--- src/rtl/rtx_pkg.sv ---
package rtx_pkg;
  // True when the written count lies in the legal retransmit window [1, depth-2].
  function automatic logic count_in_window(input logic [31:0] cnt, input logic [31:0] depth);
    return (cnt >= 32'd1) && ((cnt + 32'd2) <= depth);
  endfunction
endpackage

--- src/rtl/rtx_precheck.sv ---
module rtx_precheck #(
  parameter int CNT_W = 16
) (
  input  logic             clk,
  input  logic             rst_n,
  input  logic             retx_n,
  input  logic             rd_en_n,
  input  logic             wr_en_n,
  input  logic [CNT_W-1:0] words_written,
  input  logic [CNT_W-1:0] depth_full,
  output logic             req,
  output logic             legal
);
  import rtx_pkg::*;

  logic idle_prev;
  logic cnt_ok;

  always_ff @(posedge clk or negedge rst_n) begin
    if (!rst_n) idle_prev <= 1'b1;
    else        idle_prev <= rd_en_n & wr_en_n;
  end

  assign cnt_ok = count_in_window(32'(words_written), 32'(depth_full));
  assign req    = ~retx_n;
  assign legal  = rd_en_n & wr_en_n & idle_prev & cnt_ok;
endmodule

--- src/rtl/rtx_sequencer.sv ---
module rtx_sequencer #(
  parameter int SETUP_CYC = 3,
  parameter int WR_HOLD   = 14
) (
  input  logic clk,
  input  logic rst_n,
  input  logic start,
  input  logic reject,
  output logic busy,
  output logic rewind,
  output logic err,
  output logic permit
);
  localparam int SW = $clog2(SETUP_CYC + 1);
  localparam int HW = $clog2(WR_HOLD + 1);
  localparam logic [SW-1:0] SLOAD = SW'(SETUP_CYC);
  localparam logic [HW-1:0] HMAX  = HW'(WR_HOLD);

  logic [SW-1:0] left;
  logic [HW-1:0] held;

  assign busy   = (left != '0);
  assign permit = ~busy | (held >= HMAX);

  always_ff @(posedge clk or negedge rst_n) begin
    if (!rst_n) begin
      left   <= '0;
      held   <= '0;
      rewind <= 1'b0;
      err    <= 1'b0;
    end else begin
      rewind <= start;
      err    <= reject;
      if (start) begin
        left <= SLOAD;
        held <= '0;
      end else if (busy) begin
        left <= left - 1'b1;
        if (held < HMAX) held <= held + 1'b1;
      end
    end
  end

  // run length monitor for the setup window
  logic [SW:0] run_len;
  always_ff @(posedge clk or negedge rst_n) begin
    if (!rst_n)    run_len <= '0;
    else if (busy) run_len <= run_len + 1'b1;
    else           run_len <= '0;
  end

  p_len_bound_r3: assert property (@(posedge clk) disable iff (!rst_n)
    busy |-> (run_len < (SW+1)'(SETUP_CYC)));
  p_rewind_in_setup_r2: assert property (@(posedge clk) disable iff (!rst_n)
    rewind |-> busy);
  p_err_excl_r6: assert property (@(posedge clk) disable iff (!rst_n)
    !(rewind && err));
endmodule

--- src/rtl/fifo_retx_ctrl.sv ---
module fifo_retx_ctrl #(
  parameter int CNT_W     = 16,
  parameter int SETUP_CYC = 3,
  parameter int WR_HOLD   = 14
) (
  input  logic             clk,
  input  logic             rst_n,
  input  logic             retx_n,
  input  logic             rd_en_n,
  input  logic             wr_en_n,
  input  logic [CNT_W-1:0] words_written,
  input  logic [CNT_W-1:0] depth_full,
  output logic             ptr_rewind,
  output logic             empty_force,
  output logic             write_ok,
  output logic             rd_go,
  output logic             wr_go,
  output logic             retx_err
);
  logic req, legal, busy, start, reject;

  rtx_precheck #(.CNT_W(CNT_W)) u_chk (
    .clk(clk), .rst_n(rst_n), .retx_n(retx_n), .rd_en_n(rd_en_n),
    .wr_en_n(wr_en_n), .words_written(words_written), .depth_full(depth_full),
    .req(req), .legal(legal)
  );

  assign start  = req & ~busy & legal;
  assign reject = req & ~busy & ~legal;

  rtx_sequencer #(.SETUP_CYC(SETUP_CYC), .WR_HOLD(WR_HOLD)) u_seq (
    .clk(clk), .rst_n(rst_n), .start(start), .reject(reject),
    .busy(busy), .rewind(ptr_rewind), .err(retx_err), .permit(write_ok)
  );

  assign empty_force = busy;
  assign rd_go       = ~rd_en_n & ~busy;
  assign wr_go       = ~wr_en_n & write_ok;

  p_no_read_in_setup_r4: assert property (@(posedge clk) disable iff (!rst_n)
    empty_force |-> !rd_go);
  p_no_write_blocked_r5: assert property (@(posedge clk) disable iff (!rst_n)
    !write_ok |-> !wr_go);
  p_busy_ignores_r8: assert property (@(posedge clk) disable iff (!rst_n)
    (empty_force && !retx_n) |=> !retx_err);
  p_rewind_source_r2: assert property (@(posedge clk) disable iff (!rst_n)
    $rose(ptr_rewind) |-> $past(!retx_n && rd_en_n && wr_en_n));
endmodule

--- config.mk ---
export PLATFORM = sky130hd
export DESIGN_NAME = fifo_retx_ctrl
export DESIGN_NICKNAME = d
export VERILOG_FILES = /design/src/rtl/rtx_pkg.sv /design/src/rtl/rtx_precheck.sv /design/src/rtl/rtx_sequencer.sv /design/src/rtl/fifo_retx_ctrl.sv
export SDC_FILE = /design/constraint.sdc
export NUM_CORES = 1
export LEC_CHECK = 0
export BUFFER_PORTS_ARGS = -buffer_cell sky130_fd_sc_hd__buf_2
export CAP_MARGIN = 40
export CORE_MARGIN = 2
export CORE_UTILIZATION = 37
export DETAILED_ROUTE_END_ITERATION = 8
export PLACE_DENSITY = 0.63
export SLEW_MARGIN = 30
export SYNTH_ARGS = -nofsm -noshare
export SYNTH_HDL_FRONTEND = slang
export SYNTH_HIERARCHICAL = 1
export SYNTH_SLANG_ARGS = --single-unit
export TNS_END_PERCENT = 50
--- constraint.sdc ---
create_clock -name clk -period 2.7 [get_ports clk]
set_input_delay 0.54 -clock clk [delete_from_list [all_inputs] [get_ports clk]]
set_output_delay 0.54 -clock clk [all_outputs]
set_load 0.1 [all_outputs]
==> metrics.md, run 1 <==
| Metric | Value |
|---|---|
| Portion of the post-synthesis area used by sequential elements | `between 20% and 30%` |
| Area share of the leading cell type in the synthesized netlist | `about 22%` |
| Max-slew violation count | `0` |
| Type of element capturing the critical path | `register` |
| Max_cap viols | `0` |
| Total vias in the final route | `1,198` |
| Average wire length per cell after detail routing | `roughly 12 um` |
| Clock Tree Buf Depth | `2` |
| Most area-consuming cells after synthesis | `sky130_fd_sc_hd__ha_1 22%, sky130_fd_sc_hd__dfrtp_1 18%, sky130_fd_sc_hd__inv_1 7.6%, sky130_fd_sc_hd__xnor2_1 7.0%, sky130_fd_sc_hd__nor2_1 4.6%` |
| Number of vias per cell after detailed routing | `between 5 and 6` |
| Overall power | `between 0.9 and 1 mW` |
| Max Fclk | `around 360 MHz` |
| Total grt overflow | `0` |
| Library cell with the largest summed area after synthesis | `sky130_fd_sc_hd__ha_1` |
| Boundary pin count | `43` |
| Number of hold violations in the final report | `0` |
| Ratio of cells with drive above 1 in the final layout | `a little over two fifths` |
| Flip-flop and latch count after synthesis | `9` |
| Antenna-violating nets left | `0` |
| Syn Area/Cell | `roughly 8 um^2` |
| Share of power burned in the clock network | `10.4%` |
| Required time worst endpoint | `2.88 ns` |
| Detailed placer's ending HPWL | `2.444 mm` |
| Pin count of the biggest net entering global routing | `10` |
| Max-Slew Margin vs Limit | `just under 70%` |
| Dominant register cell in the synthesized netlist | `sky130_fd_sc_hd__dfrtp_1` |
| Number of nets in the synthesized netlist | `199` |
| Number of antenna violations at the first check in global routing | `0` |
| Type of the worst min-delay path | `in2async` |
| Highest metal layer used by the detailed router | `met4` |
| Final Wtd Congestion | `0.7796` |
| Std-Cell Rows | `20` |
| Peak fanout along the critical path | `5` |
| Number of fill cells in the layout | `272` |
| Number of warnings printed during yosys synthesis | `6` |
| Fin Setup TNS | `-0.1313 ns` |
| Clock transition time at the flip-flop clock pins of the worst setup and hold paths | `0.06 ns` |
| Wire length on met2 | `1.520 mm` |
| Total Die Area | `0.003515 mm^2` |
| Top cells by instance count after synthesis | `23 x sky130_fd_sc_hd__inv_1, 20 x sky130_fd_sc_hd__ha_1, 14 x sky130_fd_sc_hd__nor2_1` |
| Sequential cell fraction of total power | `roughly 23%` |
| Total global-route track usage | `16.61%` |
| Number of levels in the clock H-tree | `1` |
| Number of global-route vias before repair | `approximately 1,100` |
| Setup violations, final | `5` |
| Starting utilization of the core area | `a little under two fifths` |
| Async S/R FF share, synth | `100.0%` |
| Buffer type at the clock tree root | `sky130_fd_sc_hd__clkbuf_4` |
| Actual transition at the worst max-transition pin | `0.4864 ns` |
| First-pass GRT wire length | `4.478 mm` |
| Number of clock buffers inserted by TritonCTS | `3` |
| Detailed-route wire length | `2.887 mm` |
| Arrival time at the worst endpoint | `2.93 ns` |
| Pint | `0.4576 mW` |
| Run status | `finished, violations left` |
| Switching Share | `53.68%` |
| Clock insertion delay at the later pin of the skew report | `between 0.2 and 0.3 ns` |
| Leakage Power | `0.9010 nW` |
| Router iterations before antenna repair | `4` |
| Synthesis-to-layout area growth | `49.56%` |
| Number of port buffers | `between 40 and 50` |
| Most common cell in the synthesized netlist | `sky130_fd_sc_hd__inv_1` |
| Clock sink count | `9` |
| Chip Width | `roughly 59 um` |
| NumNets Final | `about 260` |
| Cell area after technology mapping | `0.001131 mm^2` |
| Ant diodes | `0` |
| Sw power | `0.5302 mW` |
| Violated checks | `setup timing` |
| Final setup skew | `0.001253 ns` |
| Number of flops mapped to enable cells by yosys | `0` |
| Detailed-route wire length on metal 1 | `1.200 mm` |
| Type of origin of the critical path | `primary input` |
| Total DRC errors in the routed layout | `0` |
| Amount of wire on met3 after detailed routing | `140 um` |
| TritonCTS clock tree | `done` |
| Final Worst Setup Slack | `-0.04545 ns` |
| VDD IR max | `0.0003479 V` |
| Final worst path period share | `101.7%` |
| Standard cell core area | `0.002978 mm^2` |
| Post-Place Setup Slack | `-0.3989 ns` |
| Power density cells | `583.9 mW/mm^2` |
| RSZ-0062 raised after global routing | `yes` |
| Die Ht | `59.29 um` |
| Netlist cell types | `34` |
| Clock period minus final worst setup slack | `2.745 ns` |
| Comb power frac | `around 67%` |
| Post-Synthesis Cells | `between 100 and 150` |
| 1st-iter DRT viols | `30` |
| Crit Path Category | `in2reg` |
[sequential cells by signal, indices dropped and copies added, names as in the netlist]
register	cells
u_seq/held	4
u_seq/rewind	1
u_seq/err	1
u_chk/idle_prev	1
u_seq/left	2
[cells in the final DEF, fill, tap and decap left out, drive strengths merged]
cell     instances
buf             59
inv             24
ha              20
nor2            14
nand3           10
xnor2            9
dfrtp            8
nand4            7
xor2             6
nand2            6
a21oi            6
nor4             4
clkbuf           4
a31oi            3
a21o             3
nor2b            2
and3             2
or2              2
nand2b           2
and3b            1
nor3b            1
and2             1
and4             1
clkinv           1
a221o            1
a21boi           1
a2111oi          1
o221a            1
dfstp            1
o211ai           1
o21bai           1
mux2i            1
a41oi            1
[cell type report]
cell class | instances | area (um^2) | share of cell area, %
Timing Repair Buffer | 59 | 382.9 | 22.63
Tap cell | 33 | 41.29 | 2.441
Inverter | 25 | 93.84 | 5.547
Clock buffer | 4 | 26.28 | 1.553
Multi-Input combinational cell | 108 | 920.9 | 54.44
Sequential cell | 9 | 226.5 | 13.39
[critical path, stage by stage]
cell,delay (ns)
sky130_fd_sc_hd__buf_8,0.08
sky130_fd_sc_hd__and3_4,0.19
sky130_fd_sc_hd__nand3_4,0.09
sky130_fd_sc_hd__or2_4,0.26
sky130_fd_sc_hd__xnor2_2,0.15
sky130_fd_sc_hd__ha_1,0.31
sky130_fd_sc_hd__nand4_1,0.15
sky130_fd_sc_hd__nor2_2,0.23
sky130_fd_sc_hd__a2111oi_4,0.10
sky130_fd_sc_hd__o221a_2,0.29
sky130_fd_sc_hd__and3b_2,0.24
sky130_fd_sc_hd__o21bai_1,0.15
sky130_fd_sc_hd__a31oi_1,0.13
[metrics by stage]
| step | hold WS, ns | instances | cell area (um^2) | utilization [%] |
|---|---|---|---|---|
| after floorplan | 0.2444 | 142 | 1162 | - |
| after global placement | 0.3934 | 230 | 1511 | 50.76 |
| after detailed placement | 0.4002 | 230 | 1511 | 50.76 |
| after CTS | 0.1172 | 235 | 1582 | 53.11 |
| after global routing | 0.1197 | 238 | 1692 | 56.81 |
| final | 0.1184 | 238 | 1692 | 56.81 |
[cell families (layout without fill, tap and decap cells)]
| group | count (synthesis) | count (layout) | share of synthesized area [%] |
|---|---|---|---|
| AOI/OAI and AO/OA | 19 | 19 | 12.72 |
| buffers and inverters | 25 | 88 | 8.296 |
| and+or+nand+nor | 53 | 53 | 24.34 |
| xor gates and xnor gates | 15 | 15 | 11.62 |
| muxes | 1 | 1 | 0.8850 |
| DFF | 9 | 9 | 20.02 |
| adders and majority gates | 20 | 20 | 22.12 |
[power groups by stage]
stage	Sequential [mW]	Combinational (mW)	Clock [mW]
after global placement	0.220	0.636	0
final	0.222	0.662	0.103
after detailed placement	0.222	0.648	0
after global routing	0.228	0.732	0.113
after floorplan	0.244	0.483	0
after CTS	0.220	0.654	0.108
[worst paths after layout]
path / from / endpoint / slack, ns / depth (start not counted)
hold reg to reg: u_seq/left[0]$_DFFE_PN0P_ / u_seq/left[0]$_DFFE_PN0P_ / 0.51 / 2
hold / removal: rst_n / u_seq/left[1]$_DFFE_PN0P_ / 0.12 / 1
min in group clk: u_seq/left[0]$_DFFE_PN0P_ / u_seq/left[0]$_DFFE_PN0P_ / 0.51 / 2
max in group asynchronous: rst_n / u_chk/idle_prev$_DFF_PN1_ / 2.34 / 1
setup / recovery: words_written[2] / u_seq/held[2]$_DFFE_PN0P_ / -0.05 / 13
setup reg to reg: u_seq/left[0]$_DFFE_PN0P_ / u_seq/held[2]$_DFFE_PN0P_ / 1.24 / 6
[layer usage]
layer / global-route usage (%) / vias up
met5: 0 / -
met2: 31.87 / 33
li1: - / 619
met3: 1.965 / 4
met4: 4.870 / 0
met1: 18.83 / 542
[repair_timing]
item / 4_1_cts / 5_1_grt
pin swaps: 10 / 22
gates resized for setup: 9 / 17
setup endpoints to repair: 2 / 6
hold buffers: 0 / 0
cloned: 0 / 0
setup buffers: 1 / 3
No activity file was read; power rests on OpenSTA's default activity.
==> run 2: changes to the inputs <==
--- a/config.mk
+++ b/config.mk
@@ -5,12 +5,14 @@
 export SDC_FILE = /design/constraint.sdc
 export NUM_CORES = 1
 export LEC_CHECK = 0
-export BUFFER_PORTS_ARGS = -buffer_cell sky130_fd_sc_hd__buf_2
 export CAP_MARGIN = 40
+export CELL_PAD_IN_SITES_DETAIL_PLACEMENT = 0
+export CELL_PAD_IN_SITES_GLOBAL_PLACEMENT = 1
 export CORE_MARGIN = 2
 export CORE_UTILIZATION = 37
 export DETAILED_ROUTE_END_ITERATION = 8
-export PLACE_DENSITY = 0.63
+export DONT_BUFFER_PORTS = 1
+export PLACE_DENSITY = 0.67
 export SLEW_MARGIN = 30
 export SYNTH_ARGS = -nofsm -noshare
 export SYNTH_HDL_FRONTEND = slang
==> run 2 against run 1 <==
Net effect: the flow now finishes without violations; cell count is 18% lower; sequential cell count unchanged; non-clock buffer count is 44 lower; routed wire length shrank 5.4%; hold slack got worse by 0.0082 ns; clock power barely moved; register-to-register slack got worse by 0.06 ns; sequential share of layout area increased by 2.6 points; power fell by 1.2%; count of clock-buffer cells in the layout shrank 1; critical path type unchanged; largest cell class unchanged; highest routed layer is now met3.
==> metrics.md, run 2 (synthesis gave the netlist of run 1 again) <==
| Metric | Value |
|---|---|
| Share of power burned in the clock network | `10.9% (was 10.4%)` |
| Type of the worst min-delay path | `in2async (unchanged)` |
| 1st-iter DRT viols | `31 (was 30)` |
| Total Die Area | `0.003515 mm^2 (unchanged)` |
| Final setup skew | `0.004308 ns (was 0.001253 ns)` |
| Actual transition at the worst max-transition pin | `0.8804 ns (was 0.4864 ns)` |
| Total vias in the final route | `1,031 (was 1,198)` |
| Total global-route track usage | `16.55% (was 16.61%)` |
| Average wire length per cell after detail routing | `14.08 um (was 12.13 um)` |
| Number of vias per cell after detailed routing | `5.314 (was 5.034)` |
| Final Worst Setup Slack | `0.08453 ns (was -0.04545 ns)` |
| RSZ-0062 raised after global routing | `yes (unchanged)` |
| Most common library cell in the layout ignoring fill and taps | `sky130_fd_sc_hd__inv_1 (was sky130_fd_sc_hd__buf_2)` |
| TritonCTS clock tree | `done (unchanged)` |
| Most flop-heavy register | `u_seq/held (unchanged)` |
| Detailed placer's ending HPWL | `2.246 mm (was 2.444 mm)` |
| Largest register FFs | `4 (unchanged)` |
| Power density cells | `690.5 mW/mm^2 (was 583.9 mW/mm^2)` |
| Switching Share | `53.39% (was 53.68%)` |
| Type of origin of the critical path | `primary input (unchanged)` |
| Max-slew violation count | `0 (unchanged)` |
| Starting utilization of the core area | `37.98% (unchanged)` |
| Pin count of the biggest net entering global routing | `9 (was 10)` |
| Most Used Layer, Global Route | `met2 (unchanged)` |
| Number of antenna violations at the first check in global routing | `0 (unchanged)` |
| Pint | `0.4551 mW (was 0.4576 mW)` |
| Number of levels in the clock H-tree | `1 (unchanged)` |
| Max-Slew Margin vs Limit | `41.35% (was 67.80%)` |
| Max Fclk | `382.3 MHz (was 364.2 MHz)` |
| NumNets Final | `219 (was 263)` |
| Met1 Usage GRT | `23.44% (was 18.83%)` |
| Reg2reg start | `u_seq/left[0]$_DFFE_PN0P_ (unchanged)` |
| Met2 GRT Util | `25.43% (was 31.87%)` |
| Max_cap viols | `0 (unchanged)` |
| Arrival time at the worst endpoint | `2.75 ns (was 2.93 ns)` |
| Synthesis-to-layout area growth | `25.00% (was 49.56%)` |
| Number of fill cells in the layout | `304 (was 272)` |
| Critical path startpoint | `words_written[2] (unchanged)` |
| Clock Tree Buf Depth | `2 (unchanged)` |
| Number of port buffers | `0 (was 42)` |
| Antenna-violating nets left | `0 (unchanged)` |
| Required time worst endpoint | `2.83 ns (was 2.88 ns)` |
| Clock transition time at the flip-flop clock pins of the worst setup and hold paths | `0.07 ns (was 0.06 ns)` |
| Detailed-route wire length | `2.732 mm (was 2.887 mm)` |
| Boundary pin count | `43 (unchanged)` |
| Final worst path period share | `96.87% (was 101.7%)` |
| Run status | `finished clean (was finished, violations left)` |
| Final Wtd Congestion | `0.7775 (was 0.7796)` |
| Footprint of the multi-input gates | `897.1 um^2 (was 920.9 um^2)` |
| Clock sink count | `9 (unchanged)` |
| VDD IR max | `0.0002884 V (was 0.0003479 V)` |
| Fin Setup TNS | `0 ns (was -0.1313 ns)` |
| Number of global-route vias before repair | `1,022 (was 1,139)` |
| Ratio of cells with drive above 1 in the final layout | `24.84% (was 41.95%)` |
| Total grt overflow | `0 (unchanged)` |
| Total DRC errors in the routed layout | `0 (unchanged)` |
| Comb power frac | `62.9% (was 67.1%)` |
| Sw power | `0.5212 mW (was 0.5302 mW)` |
| Leading cell types in the layout, fill and taps excluded | `23 x sky130_fd_sc_hd__inv_1, 19 x sky130_fd_sc_hd__ha_1, 13 x sky130_fd_sc_hd__buf_4 (was 36 x sky130_fd_sc_hd__buf_2, 23 x sky130_fd_sc_hd__inv_1, 19 x sky130_fd_sc_hd__ha_1)` |
| Type of element capturing the critical path | `register (unchanged)` |
| Router iterations before antenna repair | `4 (unchanged)` |
| Clock period minus final worst setup slack | `2.615 ns (was 2.745 ns)` |
| Crit Path Category | `in2reg (unchanged)` |
| Met3 Use GR | `5.022% (was 1.965%)` |
| Sequential cell fraction of total power | `26.2% (was 22.5%)` |
| Number of hold violations in the final report | `0 (unchanged)` |
| Clock insertion delay at the later pin of the skew report | `0.26 ns (about the same)` |
| Largest registers in the final layout | `u_seq/held (4), u_seq/left (2) (unchanged)` |
| Setup violations, final | `0 (was 5)` |
| Post-Place Setup Slack | `-0.1954 ns (was -0.3989 ns)` |
| First-pass GRT wire length | `4.457 mm (was 4.478 mm)` |
| Peak fanout along the critical path | `6 (was 5)` |
| Number of clock buffers inserted by TritonCTS | `3 (unchanged)` |
| Leakage Power | `0.6886 nW (was 0.9010 nW)` |
| Footprint of the flip-flops and latches | `226.5 um^2 (unchanged)` |
| Chip Width | `59.29 um (unchanged)` |
| Die Ht | `59.29 um (unchanged)` |
| Standard cell core area | `0.002978 mm^2 (unchanged)` |
| Std-Cell Rows | `20 (unchanged)` |
| Ant diodes | `0 (unchanged)` |
| Overall power | `0.9762 mW (was 0.9878 mW)` |
| Buffer type at the clock tree root | `sky130_fd_sc_hd__clkbuf_4 (unchanged)` |
==> run 2: per-layer routing <==
metal  vias to the layer above  share of wire, %  routed length (um)
met5                         -                 0                   0
li1                        530                 -                   -
met4                         0                 0                   0
met3                         0               6.4                 174
met1                       471                48                1313
met2                        30                46                1244
==> run 2: critical path, stage by stage <==
cell and delay (ns):
sky130_fd_sc_hd__and3_4 0.17, sky130_fd_sc_hd__nand3_4 0.08, sky130_fd_sc_hd__buf_4 0.14, sky130_fd_sc_hd__buf_4 0.12
sky130_fd_sc_hd__xnor2_1 0.12, sky130_fd_sc_hd__ha_1 0.29, sky130_fd_sc_hd__a21o_1 0.18, sky130_fd_sc_hd__nand3_1 0.09
sky130_fd_sc_hd__a21oi_2 0.08, sky130_fd_sc_hd__a2111oi_2 0.28, sky130_fd_sc_hd__o221a_2 0.24, sky130_fd_sc_hd__and3b_2 0.23
sky130_fd_sc_hd__o21bai_4 0.13, sky130_fd_sc_hd__a31oi_1 0.05
==> run 2: layout make-up <==
class | count | share of cell area (%)
well taps | 33 | 2.920
repair buffers | 15 | 9.026
multi-input cells | 108 | 63.45
inverters | 25 | 6.637
clock buffers | 3 | 1.593
clock inverters | 1 | 0.3540
flip-flops and latches | 9 | 16.02
==> run 2: what timing repair did <==
action / in CTS / in global routing
setup endpoints to repair: 0 / 2
setup buffers: 0 / 4
hold buffers: 1 / 0
resized for setup: 0 / 12
hold endpoints to repair: 8 / 0
==> run 2: worst paths after layout <==
check | endpoint | slack [ns] | cells past startpoint
setup reg to reg | u_seq/held[2]$_DFFE_PN0P_ | 1.18 | 6
hold / removal | u_chk/idle_prev$_DFF_PN1_ | 0.11 | 0
setup / recovery | u_seq/held[2]$_DFFE_PN0P_ | 0.08 | 14
hold reg to reg | u_seq/left[0]$_DFFE_PN0P_ | 0.53 | 2
max in group asynchronous | u_seq/held[1]$_DFFE_PN0P_ | 1.78 | 1
min in group clk | u_chk/idle_prev$_DFF_PN1_ | 0.44 | 1
==> run 2: power by group through the flow <==
stage | Sequential (mW) | Combinational (mW) | Clock (mW)
CTS | 0.252 | 0.605 | 0.110
global route | 0.262 | 0.669 | 0.122
finish | 0.256 | 0.615 | 0.106
detailed placement | 0.254 | 0.598 | 0
global placement | 0.252 | 0.592 | 0
floorplan | 0.244 | 0.483 | 0
==> run 2: metrics by stage <==
stage	area, um^2	hold WS, ns	std cells	util (%)
floorplan	1162	0.2444	142	-
detailed placement	1291	0.2446	185	43.36
global route	1414	0.08270	194	47.48
global placement	1291	0.2446	185	43.36
CTS	1329	0.1025	190	44.62
finish	1414	0.1102	194	47.48
==> run 3: changes to the inputs <==
--- a/config.mk
+++ b/config.mk
@@ -8,6 +8,7 @@
 export CAP_MARGIN = 40
 export CELL_PAD_IN_SITES_DETAIL_PLACEMENT = 0
 export CELL_PAD_IN_SITES_GLOBAL_PLACEMENT = 1
+export CORE_ASPECT_RATIO = 0.6
 export CORE_MARGIN = 2
 export CORE_UTILIZATION = 37
 export DETAILED_ROUTE_END_ITERATION = 8
==> constraint.sdc (replaced) <==
create_clock -name clk -period 2.9 [get_ports clk]
set_input_delay 0.58 -clock clk [delete_from_list [all_inputs] [get_ports clk]]
set_output_delay 0.58 -clock clk [all_outputs]
set_load 0.1 [all_outputs]
==> run 3 against run 2 <==
Net effect: via count down 2.8%; highest routed layer is now met4; setup slack improved by 0.068 ns; cell count increased by 2.6%.
==> metrics.md, run 3 (synthesis gave the netlist of run 1 again) <==
| Metric | Value |
|---|---|
| Largest registers in the final layout | `u_seq/held (4), u_seq/left (2) (unchanged)` |
| Leading cell types in the layout, fill and taps excluded | `23 x sky130_fd_sc_hd__inv_1, 19 x sky130_fd_sc_hd__ha_1, 11 x sky130_fd_sc_hd__nor2_1 (was 23 x sky130_fd_sc_hd__inv_1, 19 x sky130_fd_sc_hd__ha_1, 13 x sky130_fd_sc_hd__buf_4)` |
| Max_cap viols | `0 (unchanged)` |
| Clock transition time at the flip-flop clock pins of the worst setup and hold paths | `0.04 ns (was 0.07 ns)` |
| RSZ-0062 raised after global routing | `no (was yes)` |
| Count of hold-fix buffers inserted at cts | `0 (was 1)` |
| Actual transition at the worst max-transition pin | `0.8644 ns (was 0.8804 ns)` |
| Starting utilization of the core area | `39.13% (was 37.98%)` |
| Chip Width | `75.38 um (was 59.29 um)` |
| Type of the worst min-delay path | `in2async (unchanged)` |
| Fin Setup TNS | `0 ns (unchanged)` |
| Overall power | `0.9356 mW (was 0.9762 mW)` |
| Critical path cell sequence | `ha_2 > nand4_1 > buf_4 > nor2_1 > xor2_1 > ha_1 > nand4_1 > nor2_4 > a2111oi_4 > o221a_2 > and3b_2 > o21bai_1 > a31oi_1 (was and3_4 > nand3_4 > buf_4 > buf_4 > xnor2_1 > ha_1 > a21o_1 > nand3_1 > a21oi_2 > a2111oi_2 > o221a_2 > and3b_2 > o21bai_4 > a31oi_1)` |
| Leakage Power | `0.6717 nW (was 0.6886 nW)` |
| Type of origin of the critical path | `primary input (unchanged)` |
| Total global-route track usage | `16.84% (was 16.55%)` |
| Detailed placer's ending HPWL | `2.404 mm (was 2.246 mm)` |
| Final worst path period share | `between 90% and 100%` |
| Setup violations, final | `0 (unchanged)` |
| Max Fclk | `364.0 MHz` |
| Die Ht | `46.83 um (was 59.29 um)` |
| Largest register FFs | `4 (unchanged)` |
| Total DRC errors in the routed layout | `0 (unchanged)` |
| Clock Tree Buf Depth | `2 (unchanged)` |
| Number of hold violations in the final report | `0 (unchanged)` |
| Pin count of the biggest net entering global routing | `10 (was 9)` |
| Total Die Area | `0.003530 mm^2 (was 0.003515 mm^2)` |
| Clock period minus final worst setup slack | `2.747 ns` |
| Number of clock buffers inserted by TritonCTS | `3 (unchanged)` |
| Max-slew violation count | `0 (unchanged)` |
| Cell total after placement | `193 (was 185)` |
| Boundary pin count | `43 (unchanged)` |
| Required time worst endpoint | `3.00 ns (was 2.83 ns)` |
| Crit Path Category | `in2reg (unchanged)` |
| Ant diodes | `0 (unchanged)` |
| Run status | `finished clean (unchanged)` |
| Ratio of cells with drive above 1 in the final layout | `17.83% (was 24.84%)` |
| Power density cells | `684.7 mW/mm^2 (was 690.5 mW/mm^2)` |
| Total grt overflow | `0 (unchanged)` |
| Arrival time at the worst endpoint | `2.85 ns (was 2.75 ns)` |
| Peak fanout along the critical path | `7 (was 6)` |
| Number of vias per cell after detailed routing | `5.035 (was 5.314)` |
| Buffer type at the clock tree root | `sky130_fd_sc_hd__clkbuf_8 (was sky130_fd_sc_hd__clkbuf_4)` |
| Number of antenna violations at the first check in global routing | `0 (unchanged)` |
| Most flop-heavy register | `u_seq/held (unchanged)` |
| Type of element capturing the critical path | `register (unchanged)` |
| NumNets Final | `215 (was 219)` |
| Number of levels in the clock H-tree | `1 (unchanged)` |
| Total vias in the final route | `1,002 (was 1,031)` |
| Detailed-route wire length | `2.794 mm (was 2.732 mm)` |
| Clock sink count | `9 (unchanged)` |
| Most common library cell in the layout ignoring fill and taps | `sky130_fd_sc_hd__inv_1 (unchanged)` |
| Final setup skew | `0.001294 ns (was 0.004308 ns)` |
| TritonCTS clock tree | `done (unchanged)` |
| Worst Hold Margin | `0.04113 ns (was 0.1102 ns)` |
| Synthesis-to-layout area growth | `20.80% (was 25.00%)` |
| Delay of the slowest critical-path stage | `0.29 ns (about the same)` |
| Most frequent cell on the critical path | `sky130_fd_sc_hd__nand4_1 (was sky130_fd_sc_hd__buf_4)` |
| Average wire length per cell after detail routing | `14.04 um (was 14.08 um)` |
| Number of fill cells in the layout | `309 (was 304)` |
| Std-Cell Rows | `15 (was 20)` |
| Max-Slew Margin vs Limit | `42.41% (was 41.35%)` |
| Clock insertion delay at the later pin of the skew report | `0.23 ns (was 0.26 ns)` |
| Standard cell core area | `0.002890 mm^2 (was 0.002978 mm^2)` |
| Router iterations before antenna repair | `4 (unchanged)` |
| Final Wtd Congestion | `0.8171 (was 0.7775)` |
| Cell Area, Placed | `0.001276 mm^2 (was 0.001291 mm^2)` |
| Layout Cells excl Fill | `199 (was 194)` |
| Design Area, Final | `0.001366 mm^2 (was 0.001414 mm^2)` |
| First-pass GRT wire length | `4.388 mm (was 4.457 mm)` |
| Antenna-violating nets left | `0 (unchanged)` |
| Number of global-route vias before repair | `975 (was 1,022)` |
| Number of port buffers | `0 (unchanged)` |
| 1st-iter DRT viols | `22 (was 31)` |
| Library cell contributing the largest single delay on the critical path | `sky130_fd_sc_hd__a2111oi_4 (was sky130_fd_sc_hd__ha_1)` |
| VDD IR max | `0.0003302 V (was 0.0002884 V)` |
## run 3: cell count changes in the layout (fill, tap and decap cells not counted), moves of 2 or more
cell | before | now
sky130_fd_sc_hd__and3_1 | 0 | 2
sky130_fd_sc_hd__clkbuf_4 | 3 | 0
sky130_fd_sc_hd__nor2_2 | 4 | 2
sky130_fd_sc_hd__nor2_1 | 9 | 11
sky130_fd_sc_hd__buf_4 | 13 | 10
sky130_fd_sc_hd__nand3_1 | 8 | 10
sky130_fd_sc_hd__clkbuf_8 | 0 | 3
sky130_fd_sc_hd__and3_4 | 2 | 0
## run 3: path summary, 6_finish.rpt
kind / from / end / slack (ns) / depth (start not counted)
min in group clk: wr_en_n / u_chk/idle_prev$_DFF_PN1_ / 0.51 / 1
max: words_written[1] / u_seq/held[2]$_DFFE_PN0P_ / 0.15 / 13
max reg2reg: u_seq/left[0]$_DFFE_PN0P_ / u_seq/held[2]$_DFFE_PN0P_ / 1.01 / 6
min reg2reg: u_seq/left[0]$_DFFE_PN0P_ / u_seq/left[0]$_DFFE_PN0P_ / 0.52 / 2
max in group asynchronous: rst_n / u_chk/idle_prev$_DFF_PN1_ / 2.69 / 0
min: rst_n / u_seq/left[1]$_DFFE_PN0P_ / 0.04 / 0
## run 3: critical path, delay by kind of cell
kind | cells | cell delay, ns
and+or+nand+nor | 5 | 0.76
buffers and inverters | 1 | 0.16
xor gates and xnor gates | 1 | 0.20
AOI/OAI and AO/OA | 4 | 0.71
adders and majority gates | 2 | 0.44
## run 3: routing by layer
metal / share of wire [%] / track usage (%)
met5: 0 / 0
met2: 40 / 24.35
met1: 56 / 25.90
met3: 3.7 / 4.292
met4: 0.43 / 1.754
## run 3: what timing repair did
item,CTS,global route
setup buffers,0,2
endpoints found under the setup margin,1,4
resized for setup,1,6
pin swaps,0,6
## run 3: per-stage QoR
| step | setup slack (ns) | utilization [%] |
|---|---|---|
| floorplan | 0.02414 | - |
| global placement | -0.1761 | 44.16 |
| detailed placement | -0.2456 | 44.16 |
| CTS | 0.05134 | 45.76 |
| global route | 0.005544 | 47.27 |
| finish | 0.1529 | 47.27 |
## run 3: area by class of cell
cell class	count	area (um^2)	area share (%)
tap	42	52.55	3.846
multi-input combinational	108	853.3	62.45
inverter	25	93.84	6.868
sequential	9	226.5	16.58
clock buffer	4	45.04	3.297
timing repair buffer	11	95.09	6.960
## run 3: power breakdown
part	total [mW]	leakage, nW	internal [mW]	switching, mW
Sequential	0.239	0.102	0.168	0.0707
Clock	0.145	0.0228	0.0957	0.0488
Combinational	0.552	0.547	0.188	0.364
